File: config.mk
export PLATFORM = sky130hd
export DESIGN_NAME = fbr_stream_reader
export DESIGN_NICKNAME = d
export VERILOG_FILES = /design/src/rtl/fbr_pkg.sv /design/src/rtl/fbr_cfg_regs.sv /design/src/rtl/fbr_addr_gen.sv /design/src/rtl/fbr_stream_reader.sv
export SDC_FILE = /design/constraint.sdc
export NUM_CORES = 1
export LEC_CHECK = 0
export ABC_AREA = 0
export CAP_MARGIN = 20
export CORE_UTILIZATION = 53
export DETAILED_ROUTE_END_ITERATION = 8
export PLACE_DENSITY = 0.77
export SETUP_SLACK_MARGIN = 0.3
export SYNTH_ARGS = -nofsm -noshare
export SYNTH_HDL_FRONTEND = slang
export SYNTH_SLANG_ARGS = --single-unit
File: constraint.sdc
create_clock -name clk -period 3.5 [get_ports clk]
set_clock_uncertainty 0.05 [all_clocks]
set_input_delay 0.875 -clock clk [delete_from_list [all_inputs] [get_ports clk]]
set_output_delay 0.875 -clock clk [all_outputs]
set_load 0.1 [all_outputs]
File: src/rtl/fbr_pkg.sv
package fbr_pkg;
  localparam int FBR_AW   = 32;
  localparam int FBR_GW   = 16;
  localparam int FBR_SELW = 3;

  typedef enum logic [FBR_SELW-1:0] {
    SEL_CTRL   = 3'd0,
    SEL_BASE   = 3'd1,
    SEL_STRIDE = 3'd2,
    SEL_HBYTES = 3'd3,
    SEL_LINES  = 3'd4
  } reg_sel_e;

  typedef struct packed {
    logic [FBR_AW-1:0] base;
    logic [FBR_AW-1:0] stride;
    logic [FBR_GW-1:0] hbytes;
    logic [FBR_GW-1:0] lines;
  } frame_geo_t;

  typedef enum logic [1:0] {
    ST_IDLE,
    ST_REQ,
    ST_WAIT,
    ST_SEND
  } rd_state_e;
endpackage

File: src/rtl/fbr_cfg_regs.sv
module fbr_cfg_regs
  import fbr_pkg::*;
#(
  parameter int PIX_BYTES = 2
) (
  input  logic                clk,
  input  logic                rst_n,
  input  logic                wr_en,
  input  logic [FBR_SELW-1:0] wr_sel,
  input  logic [FBR_AW-1:0]   wr_data,
  output logic                run,
  output logic                loop_en,
  output frame_geo_t          geo,
  output logic                launch
);
  localparam logic [FBR_AW-1:0] MASK_A = ~FBR_AW'(PIX_BYTES - 1);
  localparam logic [FBR_GW-1:0] MASK_G = ~FBR_GW'(PIX_BYTES - 1);

  logic [FBR_GW-1:0] hb_aligned;
  assign hb_aligned = wr_data[FBR_GW-1:0] & MASK_G;

  always_ff @(posedge clk or negedge rst_n) begin
    if (!rst_n) begin
      run     <= 1'b0;
      loop_en <= 1'b0;
      geo     <= '0;
      launch  <= 1'b0;
    end else begin
      launch <= 1'b0;
      if (wr_en) begin
        case (reg_sel_e'(wr_sel))
          SEL_CTRL: begin
            run     <= wr_data[0];
            loop_en <= wr_data[1];
          end
          SEL_BASE:   geo.base   <= wr_data & MASK_A;
          SEL_STRIDE: geo.stride <= wr_data & MASK_A;
          SEL_HBYTES: begin
            if (hb_aligned != '0) geo.hbytes <= hb_aligned;
          end
          SEL_LINES: begin
            if (wr_data[FBR_GW-1:0] != '0) begin
              geo.lines <= wr_data[FBR_GW-1:0];
              launch    <= run && (geo.hbytes != '0);
            end
          end
          default: ;
        endcase
      end
    end
  end
endmodule

File: src/rtl/fbr_addr_gen.sv
module fbr_addr_gen
  import fbr_pkg::*;
#(
  parameter int PIX_BYTES = 2
) (
  input  logic              clk,
  input  logic              rst_n,
  input  logic              load,
  input  frame_geo_t        geo_in,
  input  logic              step,
  output logic [FBR_AW-1:0] addr,
  output logic              first_pix,
  output logic              end_line,
  output logic              end_frame
);
  localparam logic [FBR_GW:0] COL_STEP = (FBR_GW + 1)'(PIX_BYTES);

  logic [FBR_AW-1:0] line_base_q, stride_q;
  logic [FBR_GW-1:0] hbytes_q, lines_q, col_q, row_q;
  logic [FBR_GW:0]   col_next;

  assign col_next  = {1'b0, col_q} + COL_STEP;
  assign end_line  = (col_next == {1'b0, hbytes_q});
  assign end_frame = end_line && (row_q == (lines_q - FBR_GW'(1)));
  assign first_pix = (col_q == '0) && (row_q == '0);
  assign addr      = line_base_q + FBR_AW'(col_q);

  always_ff @(posedge clk or negedge rst_n) begin
    if (!rst_n) begin
      line_base_q <= '0;
      stride_q    <= '0;
      hbytes_q    <= '0;
      lines_q     <= '0;
      col_q       <= '0;
      row_q       <= '0;
    end else if (load) begin
      line_base_q <= geo_in.base;
      stride_q    <= geo_in.stride;
      hbytes_q    <= geo_in.hbytes;
      lines_q     <= geo_in.lines;
      col_q       <= '0;
      row_q       <= '0;
    end else if (step) begin
      if (end_line) begin
        col_q       <= '0;
        row_q       <= row_q + FBR_GW'(1);
        line_base_q <= line_base_q + stride_q;
      end else begin
        col_q <= col_next[FBR_GW-1:0];
      end
    end
  end
endmodule

File: src/rtl/fbr_stream_reader.sv
module fbr_stream_reader
  import fbr_pkg::*;
#(
  parameter int PIX_W = 16
) (
  input  logic                clk,
  input  logic                rst_n,
  input  logic                cfg_we,
  input  logic [FBR_SELW-1:0] cfg_sel,
  input  logic [FBR_AW-1:0]   cfg_wdata,
  output logic                mem_req_valid,
  input  logic                mem_req_ready,
  output logic [FBR_AW-1:0]   mem_req_addr,
  input  logic                mem_rsp_valid,
  input  logic [PIX_W-1:0]    mem_rsp_data,
  output logic                pix_tvalid,
  input  logic                pix_tready,
  output logic [PIX_W-1:0]    pix_tdata,
  output logic                pix_tuser,
  output logic                pix_tlast,
  output logic                halted
);
  localparam int PIX_BYTES = PIX_W / 8;

  logic       run, loop_en, launch;
  frame_geo_t geo;
  logic       ag_load, ag_step, first_pix, end_line, end_frame;
  rd_state_e  state_q, state_d;

  fbr_cfg_regs #(.PIX_BYTES(PIX_BYTES)) u_regs (
    .clk     (clk),
    .rst_n   (rst_n),
    .wr_en   (cfg_we),
    .wr_sel  (cfg_sel),
    .wr_data (cfg_wdata),
    .run     (run),
    .loop_en (loop_en),
    .geo     (geo),
    .launch  (launch)
  );

  fbr_addr_gen #(.PIX_BYTES(PIX_BYTES)) u_agen (
    .clk       (clk),
    .rst_n     (rst_n),
    .load      (ag_load),
    .geo_in    (geo),
    .step      (ag_step),
    .addr      (mem_req_addr),
    .first_pix (first_pix),
    .end_line  (end_line),
    .end_frame (end_frame)
  );

  always_comb begin
    state_d = state_q;
    ag_load = 1'b0;
    ag_step = 1'b0;
    case (state_q)
      ST_IDLE: begin
        if (launch) begin
          ag_load = 1'b1;
          state_d = ST_REQ;
        end
      end
      ST_REQ:  if (mem_req_ready) state_d = ST_WAIT;
      ST_WAIT: if (mem_rsp_valid) state_d = ST_SEND;
      ST_SEND: begin
        if (pix_tready) begin
          if (end_frame) begin
            if (run && loop_en) begin
              ag_load = 1'b1;
              state_d = ST_REQ;
            end else begin
              state_d = ST_IDLE;
            end
          end else if (end_line && !run) begin
            state_d = ST_IDLE;
          end else begin
            ag_step = 1'b1;
            state_d = ST_REQ;
          end
        end
      end
      default: state_d = ST_IDLE;
    endcase
  end

  always_ff @(posedge clk or negedge rst_n) begin
    if (!rst_n) begin
      state_q   <= ST_IDLE;
      pix_tdata <= '0;
      pix_tuser <= 1'b0;
      pix_tlast <= 1'b0;
    end else begin
      state_q <= state_d;
      if (state_q == ST_WAIT && mem_rsp_valid) begin
        pix_tdata <= mem_rsp_data;
        pix_tuser <= first_pix;
        pix_tlast <= end_line;
      end
    end
  end

  assign mem_req_valid = (state_q == ST_REQ);
  assign pix_tvalid    = (state_q == ST_SEND);
  assign halted        = (state_q == ST_IDLE);
endmodule

# Yosys cells after proc, flatten, opt, wreduce, memory -nomap -nowiden
# Index checks and enable logic that the tools add are counted.
# op_classes
addsub	5
n_eq_ne	13
muxes	29
n_reduce_logical	23
# op_table
cell	n
$mux W16	6
$mux W32	3
$reduce_bool A16 Y1	3
$add A32 B16 Y32	1
$add A32 B32 Y32	1
$logic_not A16 Y1	2
$add A16 B2 Y17 const B	1
$eq A17 B16 Y1	1
$add A16 B1 Y16 const B	1
$eq A16 B16 Y1	1
$sub A16 B1 Y16 const B	1
$mux W1	13
$mux W2	5
$pmux W2 S4	1
$reduce_and A2 Y1	4
$eq A3 B2 Y1 const B	2
$logic_and A1 B1 Y1	6
$ne A2 B1 Y1 const B	3
$reduce_and A3 Y1	2
$eq A2 B2 Y1 const B	2
$reduce_and A4 Y1	1
$reduce_bool A2 Y1	2
$eq A3 B1 Y1 const B	1
$eq A3 B3 Y1 const B	1
6 further kinds	6
# totals
regBits	242
input_bits	57
out_inout_bits	53

# Logic depth before layout (Yosys ltp)
# logic_depth
depth_word	9
depth_mapped	15

# By module
# A second synthesis with hierarchy kept.
# unflattened
cells_unflattened	1303
area_unflattened_um2	13751.9
# by_module_without_submodules
module	n_inst	cells_each	area_each_um2	seq_area_each_um2
fbr_addr_gen	1	1009	9061.2	3178.0
fbr_cfg_regs	1	227	3739.8	2402.3
fbr_stream_reader	1	67	950.9	500.5

# Least setup slack after synthesis
# OpenSTA, ideal clock, no wires.
# synth_path
kind	register to output
from	reg u_agen.col_q[2]
to	out mem_req_addr[24]
arrival_time_ns	3.949
t_required_ns	2.575
setup_slack_ns	-1.374
path_stages_with_launch	11
path_buffers	0
cell_sequence	dfrtp_1 > ha_1 > a211oi_1 > o21ai_0 > a31o_2 > a21oi_1 > o21ai_0 > a21oi_1 > nor2_1 > nand4_1 > xnor2_1
# synth_between
elab_chain_cells	1
# synth_lines
element	line_no	text
start, declared	fbr_addr_gen.sv:19	logic [FBR_GW-1:0] hbytes_q, lines_q, col_q, row_q;
start signal, assigned	fbr_addr_gen.sv:49	col_q <= col_next[FBR_GW-1:0];
$add A32 B16 Y32	fbr_addr_gen.sv:26	assign addr = line_base_q + FBR_AW'(col_q);
end, declared	fbr_stream_reader.sv:13	output logic [FBR_AW-1:0] mem_req_addr,
# Every way passes these cells.

# Worst setup path in the final report
# layout_path
from	reg u_agen.line_base_q[7]
to	out mem_req_addr[24]
# layout_between
elab_chain_cells	1
# layout_lines
element	line_no	text
start, declared	fbr_addr_gen.sv:18	logic [FBR_AW-1:0] line_base_q, stride_q;
start signal, assigned	fbr_addr_gen.sv:37	line_base_q <= geo_in.base;
start signal, assigned	fbr_addr_gen.sv:47	line_base_q <= line_base_q + stride_q;
$add A32 B16 Y32	fbr_addr_gen.sv:26	
# Every way passes these cells.

==> metrics.md <==
| Metric | Value |
|---|---|
| Asr flop ratio synth | 100% |
| Routability cong. | 0.917 |
| Worst slew margin | 50.0% |
| Detailed Routing Iterations Pass 1 | 5 |
| Power Internal | 7.52 mW |
| Mapped cell area | ~13000 um^2 |
| Top_reg_cell synth | dfrtp_1 |
| Comb pwr share | 47.1% |
| Crit path launch type | flop |
| #FFs+latches synth | between 200 and 250 |
| Ratio of cells with drive above 1 in the final layout | 32.6% |
| Final hold viol count | 0 |
| Place WS | -116 ps |
| Gate Count Post-Synth | 1383 |
| Sequential fraction of the synthesis area | 44.8% |
| Yosys cell types | 77 |
| Standard-cell rows | 57 |
| Vias/cell | 6.06 |
| Area of the multi-input gates | 8090 um^2 |
| Layout Utilization | 76.5% |
| Global-route wire length before repair | around 62 mm |
| Max cap viols | 0 |
| Final min period | around 4000 ps |
| Setup TNS | -17170 ps |
| Setup violators final | 115 |
| Vias | about 12000 |
| Hpwl dp | 25.6 mm |
| Starting density of the core | 54.5% |
| Ys Warns | 0 |
| Clock sink count | 240 |
| Vias in the first global route | 11811 |
| CORE AREA | 24600 um^2 |
| Worst Max-Slew Pin Slew | about 740 ps |
| Most used routing layer | met2 |
| Worst endpoint data arrival time | 3170 ps |
| Total of fill cells in the finished design | 1545 |
| Drt wl/cell | approximately 20 um |
| Hold Buf Count CTS | 0 |
| Largest net degree at the start of global routing | just under 90 |
| Clk root buf | clkbuf_16 |
| Failing checks | setup timing |
| Reg power frac | 31.1% |
| Register area | 6010 um^2 |
| Met3 usage | 3.21% |
| CP max FO | 7 |
| Worst skew pair latency | 550 ps |
| Setup CP Type | flop to output port |
| Overall power | approximately 13 mW |
| Clock slew at the register clock pins of the worst setup and hold paths | 60 ps |
| Status | finished with violations |
| Die span in y | approximately 160 um |
| Yosys top cell by area | dfrtp_1 |
| Global route overflow | 0 |
| Total track usage | about 30% |
| Met1 Resource Use GR | 40.6% |
| RSZ-0062 raised after global routing | true |
| EDFF count, synth | 0 |
| CP Capture Type | output port |
| H-tree depth | 1 |
| Die W | 161 um |
| Synth top area cells | dfrtp_1 45%, mux2_2 9.4%, nand2_1 7.3%, ha_1 4.9%, xnor2_1 3.5% |
| Fin crit share | 117% |
| Post-route ant nets | 0 |
| I/O Buffers | ~110 |
| TritonCTS clock tree | done |
| Pwr/cell area | slightly below 700 nW/um^2 |
| Post-synth top area share | 44.8% |
| Final WL | 39.8 mm |
| First-iteration detailed-routing DRC count | slightly below 900 |
| TritonCTS buffer count | 26 |
| Hold Path Class | input port to async pin |
| CP Data Required Time | 2570 ps |
| Clock power share | 21.8% |
| Fmax | 0.244 GHz |
| Final worst slack | -591 ps |
| Final hold slack | between 200 and 300 ps |
| Synth-to-layout area growth | 40.2% |
| Drt drc | 0 |
| Sw Ratio | 42.4% |
| Met2 GRT Util | 49.2% |
| Initial antenna violation count | 0 |
| Ports | 110 |
| P_leak | between 8 and 9 nW |
| Peak supply drop | 0.790 mV |
| Syn avg cell area | 9.70 um^2 |
| Full die area | roughly 26000 um^2 |
| Max-slew violation count | 0 |
| CTS Buffer Depth | 3 |
| Syn nets | 1494 |
| Sw power | around 5.5 mW |
| Post-layout nets | 1753 |
| Antenna Cells | 0 |
-- cells in the final DEF (no fill, tap or decap), drive strengths merged, types with 11 or more instances in the layout --
cell type        n
a221o           11
inv             31
a21oi           57
nor2b           14
o21ai           68
nand2          263
xnor2           55
mux2           112
ha              53
nor3            38
a21o            14
o211ai          12
nor2            64
buf            233
or3             11
nand4           23
and3            16
clkbuf          47
nor4            24
dfrtp          240
nand3           32
xor2            37
clkdlybuf4s50   55
-- critical path, cell delays in order, from the launching register on --
cell and delay [ps]:
dfrtp_1 410, ha_1 250, a21o_1 240, a21o_1 200, a31o_4 230, a21oi_4 160, o21ai_4 80, a21oi_4 310
nor2_4 120, nand4_1 250, xnor2_4 160, buf_12 200
-- per-stage QoR --
stage          area (um^2)  instances
2_1_floorplan        13900       1383
6_report             18800       1986
3_5_place_dp         16400       1867
5_1_grt              18800       1986
4_1_cts              18100       1956
3_3_place_gp         16400       1867
-- Yosys cell counts, drive strengths merged (8+ instances only) --
library cell and n:
a211o 9, a21o 14, a21oi 57, a221o 11, a311oi 8, a31oi 9
and3 16, buf 32, clkbuf 37, dfrtp 240, ha 53, inv 31
mux2 112, mux2i 8, nand2 263, nand3 32, nand4 23, nor2 64
nor2b 14, nor3 38, nor4 24, o211ai 12, o21ai 68, or3 11
xnor2 55, xor2 37
-- registers in the layout, summed over array words and instances (netlist names), 2 cells and up --
name and count:
pix_tdata 16, state_q 2, u_agen.col_q 15, u_agen.hbytes_q 15, u_agen.line_base_q 31, u_agen.lines_q 16, u_agen.row_q 16, u_agen.stride_q 31
u_regs.geo 93
-- final cells by class --
class	instances	area share (%)
tap	324	2.15
sequential	240	31.9
clock buffer	37	4.16
clock inverter	11	0.605
inverter	31	0.619
multi-input combinational	1044	43.0
timing repair buffer	299	17.5
-- path summary, 6_finish.rpt --
path	slack, ps	endpoint	cells past startpoint	start
max	-590	mem_req_addr[24]	11	u_agen.line_base_q[7]
min	290	u_regs.geo[67]	1	rst_n
max reg2reg	-160	u_agen.line_base_q[12]	15	u_agen.col_q[2]
min reg2reg	420	u_agen.stride_q[21]	2	u_regs.geo[53]
max in group asynchronous	2310	u_regs.geo[60]	2	rst_n
min in group clk	420	u_agen.stride_q[21]	2	u_regs.geo[53]
-- layer usage --
layer	wire [um]	part of all wire (%)
met4	1660	4.2
met2	19200	48
met3	3010	7.6
met1	15900	40
met5	0	0
-- cell families (layout without fill, tap and decap cells) --
logic type | Yosys count | count (layout) | synth area share [%]
AO/OA/AOI/OAI | 249 | 249 | 12.3
XOR/XNOR | 92 | 92 | 6.06
adder cells (fa/ha/maj) | 54 | 54 | 5.09
buffers and inverters | 100 | 378 | 3.16
flip-flops | 240 | 240 | 44.8
multiplexers | 120 | 120 | 10.0
other | 1 | 1 | 0.0280
AND/OR/NAND/NOR | 527 | 528 | 18.6
-- power groups by stage --
stage               clock, mW  combinational, mW  sequential (mW)
finish                   2.85               6.14             4.06
global route             2.97               6.48             4.14
CTS                      2.87               5.95             4.03
detailed placement          0               5.64             4.07
global placement            0               5.51             4.03
floorplan                   0               3.33             4.66
-- repair_timing --
item | CTS | global route
buffers inserted | 38 | 19
cloned | 3 | 11
gates resized for setup | 95 | 79
setup endpoints to repair | 127 | 151
hold endpoints to repair | 0 | 0
pin swaps | 38 | 43
Note: power is estimated with default switching activity, not from simulation.
